File: config.mk
export PLATFORM = sky130hd
export DESIGN_NAME = rxq_pause_ctrl
export DESIGN_NICKNAME = d
export VERILOG_FILES = /design/src/rtl/rpw_pkg.sv /design/src/rtl/rpw_level_cmp.sv /design/src/rtl/rpw_req_slot.sv /design/src/rtl/rpw_refresh_timer.sv /design/src/rtl/rxq_pause_ctrl.sv
export SDC_FILE = /design/constraint.sdc
export NUM_CORES = 1
export LEC_CHECK = 0
export ABC_CLOCK_PERIOD_IN_PS = 8500
export BUFFER_PORTS_ARGS = -buffer_cell sky130_fd_sc_hd__buf_2
export CAP_MARGIN = 20
export CORE_MARGIN = 3
export CORE_UTILIZATION = 30
export DETAILED_ROUTE_END_ITERATION = 6
export PLACE_DENSITY_LB_ADDON = 0.08
export SKIP_LAST_GASP = 1
export SYNTH_ARGS = -nofsm -noshare
export SYNTH_HDL_FRONTEND = slang
export SYNTH_HIERARCHICAL = 1
export SYNTH_SLANG_ARGS = --single-unit
File: constraint.sdc
create_clock -name clk -period 8.5 [get_ports clk]
set_input_delay 0.425 -clock clk [delete_from_list [all_inputs] [get_ports clk]]
set_output_delay 0.425 -clock clk [all_outputs]
set_load 0.02 [all_outputs]
File: src/rtl/rpw_pkg.sv
package rpw_pkg;

  typedef enum logic [0:0] {
    ST_FLOW = 1'b0,
    ST_HELD = 1'b1
  } pstate_t;

  // threshold in 8-byte units converted to a byte count
  function automatic logic [31:0] wm_to_bytes(input logic [31:0] wm);
    return wm << 3;
  endfunction

  // slot count after which a held link gets a fresh stop request
  function automatic logic [31:0] refresh_limit(input logic [31:0] q);
    logic [31:0] half;
    half = q >> 1;
    return (half == 32'd0) ? 32'd1 : half;
  endfunction

endpackage

File: src/rtl/rpw_level_cmp.sv
module rpw_level_cmp #(
  parameter int OCC_W = 18,
  parameter int WM_W  = 15
) (
  input  logic [OCC_W-1:0] occ,
  input  logic [WM_W-1:0]  wm_low,
  input  logic [WM_W-1:0]  wm_high,
  input  logic             pause_en,
  output logic             fc_on,
  output logic             hi_hit,
  output logic             lo_hit
);
  import rpw_pkg::*;

  localparam int OCC_PAD = 32 - OCC_W;
  localparam int WM_PAD  = 32 - WM_W;

  logic [31:0] occ_x, hi_bytes, lo_bytes;

  always_comb begin
    occ_x    = {{OCC_PAD{1'b0}}, occ};
    hi_bytes = wm_to_bytes({{WM_PAD{1'b0}}, wm_high});
    lo_bytes = wm_to_bytes({{WM_PAD{1'b0}}, wm_low});
    fc_on    = pause_en && (wm_high != '0);
    hi_hit   = occ_x >= hi_bytes;
    lo_hit   = occ_x <= lo_bytes;
  end

endmodule

File: src/rtl/rpw_req_slot.sv
module rpw_req_slot (
  input  logic clk,
  input  logic rst_n,
  input  logic set,
  input  logic drop,
  input  logic ready,
  output logic valid
);

  always_ff @(posedge clk or negedge rst_n) begin
    if (!rst_n)                valid <= 1'b0;
    else if (set)              valid <= 1'b1;
    else if (drop)             valid <= 1'b0;
    else if (valid && ready)   valid <= 1'b0;
  end

  AST_REQ_HELD: assert property (@(posedge clk) disable iff (!rst_n)
    (valid && !ready && !drop) |=> valid);

  AST_REQ_RETIRED: assert property (@(posedge clk) disable iff (!rst_n)
    (valid && ready && !set) |=> !valid);

endmodule

File: src/rtl/rpw_refresh_timer.sv
module rpw_refresh_timer #(
  parameter int QNT_W = 16
) (
  input  logic             clk,
  input  logic             rst_n,
  input  logic             clear,
  input  logic             run,
  input  logic             tick,
  input  logic [QNT_W-1:0] last_q,
  output logic             fire
);
  import rpw_pkg::*;

  localparam int Q_PAD = 32 - QNT_W;

  logic [QNT_W-1:0] cnt;
  logic [31:0]      limit;
  logic [31:0]      cnt_next_x;
  logic             reached;

  always_comb begin
    limit      = refresh_limit({{Q_PAD{1'b0}}, last_q});
    cnt_next_x = {{Q_PAD{1'b0}}, cnt} + 32'd1;
    reached    = cnt_next_x >= limit;
    fire       = run && tick && reached;
  end

  always_ff @(posedge clk or negedge rst_n) begin
    if (!rst_n)              cnt <= '0;
    else if (clear || fire)  cnt <= '0;
    else if (run && tick)    cnt <= cnt + 1'b1;
  end

  AST_CNT_BELOW_LIMIT: assert property (@(posedge clk) disable iff (!rst_n)
    ({{Q_PAD{1'b0}}, cnt} < limit));

  AST_CLEAR_ZEROES: assert property (@(posedge clk) disable iff (!rst_n)
    clear |=> (cnt == '0));

endmodule

File: src/rtl/rxq_pause_ctrl.sv
module rxq_pause_ctrl #(
  parameter int OCC_W = 18,
  parameter int WM_W  = 15,
  parameter int QNT_W = 16
) (
  input  logic             clk,
  input  logic             rst_n,
  input  logic [OCC_W-1:0] fifo_occ,
  input  logic [WM_W-1:0]  wm_low,
  input  logic [WM_W-1:0]  wm_high,
  input  logic             pause_en,
  input  logic [QNT_W-1:0] quanta_cfg,
  input  logic             slot_tick,
  output logic             xoff_valid,
  input  logic             xoff_ready,
  output logic [QNT_W-1:0] xoff_quanta,
  output logic             xon_valid,
  input  logic             xon_ready,
  output logic [QNT_W-1:0] xon_quanta
);
  import rpw_pkg::*;

  pstate_t state;
  logic    fc_on, hi_hit, lo_hit;
  logic    ev_start, ev_release, ev_refire, xoff_set;
  logic    tmr_clear, tmr_run;

  rpw_level_cmp #(.OCC_W(OCC_W), .WM_W(WM_W)) u_cmp (
    .occ      (fifo_occ),
    .wm_low   (wm_low),
    .wm_high  (wm_high),
    .pause_en (pause_en),
    .fc_on    (fc_on),
    .hi_hit   (hi_hit),
    .lo_hit   (lo_hit)
  );

  always_comb begin
    ev_start   = (state == ST_FLOW) && fc_on && hi_hit;
    ev_release = (state == ST_HELD) && (!fc_on || lo_hit);
    tmr_clear  = (state == ST_FLOW) || ev_release;
    tmr_run    = (state == ST_HELD) && !ev_release && !xoff_valid;
    xoff_set   = ev_start || ev_refire;
  end

  rpw_refresh_timer #(.QNT_W(QNT_W)) u_tmr (
    .clk    (clk),
    .rst_n  (rst_n),
    .clear  (tmr_clear),
    .run    (tmr_run),
    .tick   (slot_tick),
    .last_q (xoff_quanta),
    .fire   (ev_refire)
  );

  always_ff @(posedge clk or negedge rst_n) begin
    if (!rst_n)          state <= ST_FLOW;
    else if (ev_start)   state <= ST_HELD;
    else if (ev_release) state <= ST_FLOW;
  end

  always_ff @(posedge clk or negedge rst_n) begin
    if (!rst_n)        xoff_quanta <= '0;
    else if (xoff_set) xoff_quanta <= quanta_cfg;
  end

  rpw_req_slot u_xoff (
    .clk   (clk),
    .rst_n (rst_n),
    .set   (xoff_set),
    .drop  (ev_release),
    .ready (xoff_ready),
    .valid (xoff_valid)
  );

  rpw_req_slot u_xon (
    .clk   (clk),
    .rst_n (rst_n),
    .set   (ev_release),
    .drop  (ev_start),
    .ready (xon_ready),
    .valid (xon_valid)
  );

  assign xon_quanta = '0;

  AST_EXCLUSIVE: assert property (@(posedge clk) disable iff (!rst_n)
    !(xoff_valid && xon_valid));

  AST_START_NEEDS_FC: assert property (@(posedge clk) disable iff (!rst_n)
    ev_start |-> (pause_en && (wm_high != '0)));

  AST_QUANTA_STABLE: assert property (@(posedge clk) disable iff (!rst_n)
    (xoff_valid && !xoff_ready && !ev_release) |=> $stable(xoff_quanta));

  AST_XON_AFTER_HOLD: assert property (@(posedge clk) disable iff (!rst_n)
    $rose(xon_valid) |-> (state == ST_FLOW && $past(state) == ST_HELD));

  AST_REFIRE_ONLY_HELD: assert property (@(posedge clk) disable iff (!rst_n)
    ev_refire |-> (state == ST_HELD && !xoff_valid));

endmodule

==> results of run 1 <==
==> area by class of cell <==
class / instances / area share [%]
multi-input cells: 299 / 55.1
inverters: 47 / 4.30
flip-flops and latches: 35 / 21.3
repair buffers: 91 / 11.5
clock inverters: 1 / 0.122
well taps: 140 / 4.27
clock buffers: 6 / 3.38
==> worst reg2reg max path: cells and delay by family, from the launching register on <==
family	cells	cell delay [ns]
buffers and inverters	1	0.24
xor gates and xnor gates	1	0.21
and+or+nand+nor	5	1.30
DFF	1	0.43
AOI/OAI and AO/OA	5	1.01
adders and majority gates	2	0.57
==> flip-flops by register name, summed over array words and instances, names as in the netlist <==
register      count
u_tmr/cnt        16
state             1
xoff_quanta      16
u_xon/valid       1
u_xoff/valid      1
==> metal layers <==
| metal | vias to the layer above | part of all wire [%] | global-route usage [%] |
|---|---|---|---|
| li1 | 1551 | - | - |
| met1 | 1394 | 49 | 20.3 |
| met2 | 52 | 47 | 23.8 |
| met3 | 7 | 3.0 | 2.28 |
| met4 | 0 | 1.0 | 2.53 |
| met5 | - | 0 | 0 |
==> cell usage in the layout, fill, tap and decap left out, drive strengths merged, types with 2 or more instances in the layout <==
cell    instances
clkbuf          6
nor2           15
o21a            3
xnor2           9
nand4b         18
nor4            7
xor2            4
buf            91
a21o            2
and4            2
a211oi          4
a21oi          14
o211ai         26
nand2          47
ha             46
nor3b           2
a32o            5
conb           16
dfrtp          35
nand2b         17
and3            2
o21ai           7
inv            47
nand4          12
nand3          13
nand3b          4
nor3            5
or2             3
==> path summary, 6_finish.rpt <==
kind	from	endpoint	slack (ns)	cells after the start
max in group asynchronous	rst_n	xoff_quanta[13]	7.70	1
min	rst_n	u_tmr/cnt[4]	0.26	1
min in group clk	quanta_cfg[0]	xoff_quanta[0]	0.38	3
max	u_tmr/cnt[0]	xoff_quanta[5]	4.64	14
min reg2reg	u_tmr/cnt[10]	u_tmr/cnt[10]	0.54	2
max reg2reg	u_tmr/cnt[0]	xoff_quanta[5]	4.64	14
==> power by group <==
part	switching, mW	total [mW]	leakage [nW]	internal, mW
Clock	0.0692	0.184	0.0727	0.114
Sequential	0.0325	0.223	0.461	0.190
Combinational	0.125	0.213	1.53	0.0887
==> through the flow <==
step                hold WS, ns  cells  area, um2  util (%)  power [mW]
detailed placement        0.513    612       3960      35.6       0.443
finish                    0.255    619       4110      36.9       0.620
floorplan                 0.129    415       3550         -       0.364
global route              0.331    619       4110      36.9       0.665
CTS                       0.301    619       4110      36.9       0.630
global placement          0.519    611       3950      35.5       0.441
==> cell families (layout without fill, tap and decap cells) <==
kind of cell	after synthesis	count (layout)
compound gates	72	72
xor+xnor	13	13
fa+ha+maj	46	46
buf+inv	81	145
flops	35	35
mux	1	1
other cells	1	16
simple gates	151	151
==> results.cfg, run 1 <==
[outcome]
status = finished clean

[timing]
fin_worst_skew_ns = 0.00461
setup_slack_ns = 4.64
layout_min_cycle_time_ns = 3.86
max_freq_mhz = 259
finalSetupTns_ns = 0
drv_slew = 0
post-route-period-util_pct = 45.4
setup-violations-final = 0
grt_setup_unrepaired = no
worstMarginPinSlew_ns = 0.886
maxSlewHeadroom_pct = 40.9
hold_violations = 0

[layout]
antenna_cells = 0
multiInputGateArea_mm2 = 0.00226
nNetsFinal = 595
syn_to_final_growth_pct = 17.4
drive_above_1_share_pct = 25.7
nFillCells = 1194
regArea_um2 = 876

[floorplanning]
row_count = 38
die_h_um = 114
dieArea_mm2 = 0.0130
initial_core_util_pct = 31.4
die_x_um = 114
ios = 104
core-area_mm2 = 0.0111

[clock_tree]
postCtsSetupBuffers = 0
numCtsBuffers = 5
cts_tree = built
cts.repair.resized = 0
cts_buffer_depth = 2
root_buffer = clkbuf_16
holdBufCountCts = 0
htreeDepth = 2
cts_sinks = 35
clkLatencyLatePin_ns = 0.28
clk_pin_slew_worst_paths_ns = 0.06

[detailed_routing]
viasPerCell = 4.85
routed_wl_mm = 9.29
drc = 0
first_pass_iters = 4
drtIter0Drc = 79
post_drt_wl_per_cell_um = 15.0
antenna_left = 0
vias = 3004

[logic_synthesis]
synth_xor_area_share_pct = 3.26
synth_edf_count = 0
synth_seq_area_share_pct = 25.0
synth.mux.area_fraction_pct = 0.429
synth_cell_types = 62
ys_warn_count = 6
synth_area_leaders = dfrtp_1 25%, ha_1 16%, inv_1 5.0%
netlist_instances = 400
synth_compound_gate_area_share_pct = 17.4
syn-cell-area_mm2 = 0.00350
synth_flop_cell = dfrtp_1
yosysTopAreaCell = dfrtp_1
ys_ff_latch = 35
postSynthAreaPerCell_um2 = 8.74
async_flop_share_pct = 100
synth_fa_ha_area_share_pct = 16.5
synth_commonest_cells = 47 x inv_1, 47 x nand2_1, 46 x ha_1
synthSimpleGateAreaFrac_pct = 25.2
synth_top_area_share_pct = 25.0
synth_top_family_by_area = simple AND/OR/NAND/NOR gates

[place]
dp_slack_ns = 4.67
io_buffers = 87
dp_hpwl_mm = 7.37
place_congestion = 0.802

[setup_path]
max_stage_delay_ns = 0.65
path_buf_inv = 1
path_max_fanout = 19
worstPathArrival_ns = 4.04
critPathLaunchType = flop
worstSetupEndpointType = flop
crit_type = reg2reg
critPathTopFamily = simple AND/OR/NAND/NOR gates
slowest_stage = nor3_4
crit_chain = ha_1 -> nand2_1 -> nor2_1 -> nand2_1 -> xnor2_1 -> ha_1 -> o21a_1 -> o21ai_0 -> a21oi_1 -> nor3_4 -> a21oi_2 -> buf_8 -> nand2b_1 -> o211ai_1
required_ns = 8.69

[global_routing]
grt_use_total_pct = 14.5
grt_max_degree = 36
antenna_found_initial = 0
grt.overflow.total = 0
grt_pass1_vias = 3017
grt_pass1_wl_mm = 15.3

[power_and_ir_drop]
powerDensity_mw_per_mm2 = 151
ir_drop_v = 0.0000688
leakage_nw = 2.06

[min_path]
hold_path.class = in2async

[run]
maxCapViolCount = 0
(Power assumes the default switching activity.)
==> inputs of run 2 (changes only) <==
Settings changed: ABC_AREA set to 1, ABC_CLOCK_PERIOD_IN_PS 8500 to 3800.
Clock period 8.5 ns to 3.8 ns, I/O delays scaled along.
==> run 2 against run 1 <==
Effect of this change:
- hold slack got worse by 0.25 ns
- maximum frequency increased by 16%
- count of clock-buffer cells in the layout unchanged
- core utilization increased by 0.27 points
- register-to-register slack got worse by 4.2 ns
- wire length decreased by 9.3%
- combinational power increased by 110%
- cell count increased by 18%
- area after synthesis decreased by 0.25%
- power increased by 120%
- clock skew increased by 0.0023 ns
- die area decreased by 0.24%
==> results.cfg, run 2 <==
[outcome]
status = finished clean

[timing]
fin_worst_skew_ns = 0.00689
setup-violations-final = 0
post-route-period-util_pct = 87.8
layout_min_cycle_time_ns = 3.34
worstMarginPinSlew_ns = 0.814
grt_setup_unrepaired = no
hold_violations = 0
drv_slew = 0
maxSlewHeadroom_pct = 45.8
max_freq_mhz = 300
finalSetupTns_ns = 0

[logic_synthesis]
synth_area_leaders = dfrtp_1 25%, ha_1 16%, nand2_1 16%
ys_warn_count = 6
async_flop_share_pct = 100
ys_ff_latch = 35
postSynthAreaPerCell_um2 = 6.95
synth_cell_types = 35
synth.most_common_cell = nand2_1
yosysTopAreaCell = dfrtp_1
synth_commonest_cells = 146 x nand2_1, 103 x inv_1, 46 x ha_1
synth_edf_count = 0
syn-cell-area_mm2 = 0.00349
synth_top_area_share_pct = 25.1
netlist_instances = 502
synth_flop_cell = dfrtp_1
synth_seq_area_share_pct = 25.1

[layout]
drive_above_1_share_pct = 22.4
nFillCells = 1230
antenna_cells = 0
reg_top3 = u_tmr/cnt: 16 flops, xoff_quanta: 16 flops
regArea_um2 = 876
final_cell_mix = 146 x nand2_1, 103 x inv_1, 87 x buf_2
nNetsFinal = 705
finish.instance_area_mm2 = 0.00412
multiInputGateArea_mm2 = 0.00208
final_common_cell = nand2_1
syn_to_final_growth_pct = 18.1

[clock_tree]
cts_tree = built
postCtsSetupBuffers = 0
clkLatencyLatePin_ns = 0.28
numCtsBuffers = 5
htreeDepth = 2
clk_pin_slew_worst_paths_ns = 0.06
cts_sinks = 35
cts.repair.resized = 0
root_buffer = clkbuf_16
holdBufCountCts = 0
cts_buffer_depth = 2

[global_routing]
top_usage_layer = met2
groute.layer.met2.usage_pct = 20.6
grtUsageMet1_pct = 19.8
grt_pass1_vias = 3018
grt_pass1_wl_mm = 14.3
grt_max_degree = 36
grt_use_total_pct = 13.5
grt.overflow.total = 0
antenna_found_initial = 0
grtUsageMet3_pct = 2.97

[place]
place_congestion = 0.747
placed_cell_area_mm2 = 0.00398
dp_hpwl_mm = 6.82
io_buffers = 87

[run]
maxCapViolCount = 0

[floorplanning]
die_h_um = 114
dieArea_mm2 = 0.0130
initial_core_util_pct = 31.5
core-area_mm2 = 0.0111
die_x_um = 114
row_count = 38
ios = 104

[setup_path]
worstSetupEndpointType = flop
required_ns = 3.97
critPathLaunchType = flop
path_max_fanout = 17
crit_type = reg2reg
worstPathArrival_ns = 3.51

[detailed_routing]
first_pass_iters = 4
drtIter0Drc = 100
drc = 0
viasPerCell = 4.32
routed_wl_mm = 8.42
post_drt_wl_per_cell_um = 11.5
antenna_left = 0
vias = 3152

[power_and_ir_drop]
clock_power_share_pct = 30.0
combPwrFrac_pct = 33.5
p_sw_share_pct = 37.6
p_sw_uw = 505
pwr-share-seq_pct = 36.6
powerDensity_mw_per_mm2 = 327
p_int_uw = 840
leakage_nw = 2.58
total_power_mw = 1.34
ir_drop_v = 0.000211

[min_path]
hold_path.class = in2async
-- run 2: changes by cell type in the layout (fill, tap and decap cells not counted), moves of 11 or more --
cell      previous run  this run
nand3_2              1        12
nand2_1             47       146
nand2b_1            16         0
inv_1               47       103
nand4b_1            18         0
nand3_1             12        34
o211ai_1            16         0
nor2_1              15        29
-- run 2: critical path, stage by stage, from the launching register on --
cell      delay [ns]
dfrtp_1         0.43
nand3_2         0.11
nor2_2          0.13
inv_2           0.06
nor3_4          0.24
nand3_1         0.13
xor2_1          0.25
inv_1           0.07
ha_1            0.31
a21oi_1         0.13
nor3_1          0.06
nor3_1          0.14
nand2_1         0.07
nand2_1         0.05
nand2_1         0.04
nand2_1         0.06
nand2_2         0.06
nand2_4         0.21
inv_1           0.09
clkinv_2        0.21
nand2_4         0.18
nand2_1         0.10
nand2_1         0.05
-- run 2: path summary, 6_finish.rpt --
check	cells after the start	startpoint	slack, ns	end
worst min-delay path	1	rst_n	0.002	u_tmr/cnt[12]
max in group asynchronous	1	rst_n	3.28	xoff_quanta[15]
worst max-delay path	22	u_tmr/cnt[0]	0.46	xoff_quanta[5]
worst max register to register	22	u_tmr/cnt[0]	0.46	xoff_quanta[5]
min in group clk	3	quanta_cfg[0]	0.10	xoff_quanta[0]
worst min register to register	2	u_tmr/cnt[6]	0.49	u_tmr/cnt[6]
-- run 2: cells by family (layout without fill, tap and decap cells) --
logic type,count (synthesis),in the layout,share of synthesized area (%)
AOI/OAI and AO/OA,17,17,2.73
adders and majority gates,46,46,16.5
xor gates and xnor gates,11,11,2.76
buffers and inverters,131,204,17.0
other,1,16,0.108
and+or+nand+nor,261,261,35.8
DFF,35,35,25.1
-- run 2: metal layers --
metal	vias up	share of wire, %
li1	1696	-
met1	1381	51
met2	68	43
met3	7	4.7
met4	0	0.64
met5	-	0
-- run 2: power groups by stage --
| stage | Clock, mW | Sequential (mW) | Combinational, mW |
|---|---|---|---|
| final | 0.403 | 0.492 | 0.450 |
| after floorplan | 0 | 0.544 | 0.256 |
| after detailed placement | 0 | 0.498 | 0.458 |
| after CTS | 0.419 | 0.493 | 0.460 |
| after global placement | 0 | 0.499 | 0.456 |
| after global routing | 0.433 | 0.502 | 0.520 |
-- run 2: cell type report --
type / count / area share (%)
clock buffer: 6 / 3.13
multi-input combinational: 351 / 50.4
tap: 140 / 4.25
inverter: 108 / 9.87
clock inverter: 2 / 0.304
sequential: 35 / 21.3
timing repair buffer: 88 / 10.8
-- run 2: per-stage QoR --
stage / setup slack, ns / util (%) / cells / hold slack, ns
6_report: 0.463 / 37.2 / 730 / 0.00180
5_1_grt: 0.0440 / 37.2 / 730 / 0.0923
4_1_cts: 0.367 / 37.2 / 730 / 0.0418
3_5_place_dp: 0.403 / 35.9 / 722 / 0.346
3_3_place_gp: 0.439 / 35.9 / 722 / 0.348
2_1_floorplan: 0.955 / - / 517 / -0.106
==> inputs of run 3 (changes only) <==
Settings changed: ABC_AREA 1 to unset, MAX_ROUTING_LAYER set to met4.
==> run 3 against run 2 <==
Effect of this change:
- global-route usage up 1.6 points
- sequential cell count unchanged
- non-clock buffer count up 5
- critical path type unchanged
- critical endpoint is now u_xoff/valid
- largest cell class unchanged
- largest power group unchanged
- highest routed layer unchanged
==> results.cfg, run 3 (same netlist as run 1, synthesis figures left out) <==
[timing]
drv_slew = 0
grt_setup_unrepaired = no
worstMarginPinSlew_ns = 0.908
fin_worst_skew_ns = 0.00488
timing.hold.ws_ns = 0.0211
setup-violations-final = 0
layout_min_cycle_time_ns = 3.20
max_freq_mhz = 312
hold_violations = 0
finalSetupTns_ns = 0
post-route-period-util_pct = 84.2
maxSlewHeadroom_pct = 39.5

[floorplanning]
row_count = 38
dieArea_mm2 = 0.0130
core-area_mm2 = 0.0111
initial_core_util_pct = 31.4
ios = 104
die_h_um = 114
die_x_um = 114

[min_path]
hold_path.class = in2async

[detailed_routing]
drc = 0
vias = 3033
post_drt_wl_per_cell_um = 15.1
first_pass_iters = 4
drtIter0Drc = 132
viasPerCell = 4.88
antenna_left = 0
routed_wl_mm = 9.37

[layout]
nNetsFinal = 597
antenna_cells = 0
postLayoutCoreUtil_pct = 36.9
nFillCells = 1191
final_cell_mix = 87 x buf_2, 47 x inv_1, 47 x nand2_1
syn_to_final_growth_pct = 17.5
final_common_cell = buf_2
reg_top3 = u_tmr/cnt: 16 flops, xoff_quanta: 16 flops
drive_above_1_share_pct = 25.7

[setup_path]
reg2reg_depth = 14
worstPathArrival_ns = 3.37
critPathLaunchType = flop
worstSetupEndpointType = flop
timing.rr.end = u_xoff/valid
crit_type = reg2reg
required_ns = 3.97
crit_start = u_tmr/cnt[0]
r2r_slack_ns = 0.60
crit-reg2reg-launch = u_tmr/cnt[0]
path_max_fanout = 33

[clock_tree]
htreeDepth = 2
holdBufCountCts = 0
cts_tree = built
cts.repair.resized = 0
cts_sinks = 35
clk_pin_slew_worst_paths_ns = 0.06
cts_buffer_depth = 2
numCtsBuffers = 5
root_buffer = clkbuf_16
clkLatencyLatePin_ns = 0.28
postCtsSetupBuffers = 0

[global_routing]
grt.overflow.total = 0
grt_max_degree = 36
grt_pass1_vias = 3003
grt_pass1_wl_mm = 15.4
grt_use_total_pct = 15.2
antenna_found_initial = 0

[power_and_ir_drop]
powerDensity_mw_per_mm2 = 335
leakage_nw = 2.06
ir_drop_v = 0.000159
total_power_mw = 1.37

[outcome]
status = finished clean

[place]
dp_hpwl_mm = 7.32
place_congestion = 0.795
io_buffers = 87

[run]
maxCapViolCount = 0
==> run 3: cell types whose count changed in the layout (fill, tap and decap cells not counted), moves of 10 or more <==
cell	previous run	this run
nand3_2	12	1
inv_1	103	47
nand2b_1	0	16
nand4b_1	0	18
nor2_1	29	15
o211ai_2	0	10
nand2_1	146	47
o211ai_1	0	16
nand3_1	34	12
==> run 3: how the worst max path moves through the flow <==
stage / to / slack, ns / depth (start not counted)
2_1_floorplan: u_xoff/valid / 0.62 / 15
3_3_place_gp: xoff_quanta[3] / 0.65 / 12
3_5_place_dp: u_xoff/valid / 0.60 / 13
4_1_cts: u_xoff/valid / 0.59 / 13
5_1_grt: u_xoff/valid / 0.30 / 13
6_report: u_xoff/valid / 0.60 / 14
==> run 3: worst max-delay path, stage by stage (launching register included) <==
cell     delay (ns)
dfrtp_1        0.42
ha_1           0.28
nand2_1        0.09
nor2_1         0.26
nand2_1        0.15
xnor2_1        0.16
ha_1           0.29
o21a_1         0.16
o21ai_0        0.20
a21oi_1        0.11
nor3_4         0.20
a21oi_2        0.08
buf_4          0.23
or2_1          0.24
or2_1          0.22
==> run 3: layer usage <==
metal	part of all wire, %	global-route usage (%)	vias to the layer above
li1	-	-	1559
met1	49	20.5	1406
met2	47	24.5	63
met3	3.2	2.02	5
met4	0.71	2.85	0
met5	0	-	-
==> run 3: area by class of cell <==
class | count | area [um2] | share of cell area, %
clock buffer | 7 | 133 | 3.23
clock inverter | 1 | 5.00 | 0.122
inverter | 47 | 176 | 4.29
multi-input combinational | 299 | 2260 | 55.1
sequential | 35 | 876 | 21.3
tap | 140 | 175 | 4.26
timing repair buffer | 93 | 480 | 11.7
==> run 3: metrics by stage <==
step	area [um2]	setup slack (ns)	instances
final	4110	0.599	622
after global routing	4110	0.300	622
after CTS	4110	0.589	622
after detailed placement	3970	0.599	614
after global placement	3970	0.650	614
after floorplan	3550	0.620	415
==> run 3: power breakdown <==
group | leakage (nW) | total (mW) | internal (mW) | switching, mW
clock | 0.0679 | 0.401 | 0.243 | 0.159
sequential | 0.461 | 0.496 | 0.425 | 0.0708
combinational | 1.54 | 0.477 | 0.197 | 0.280
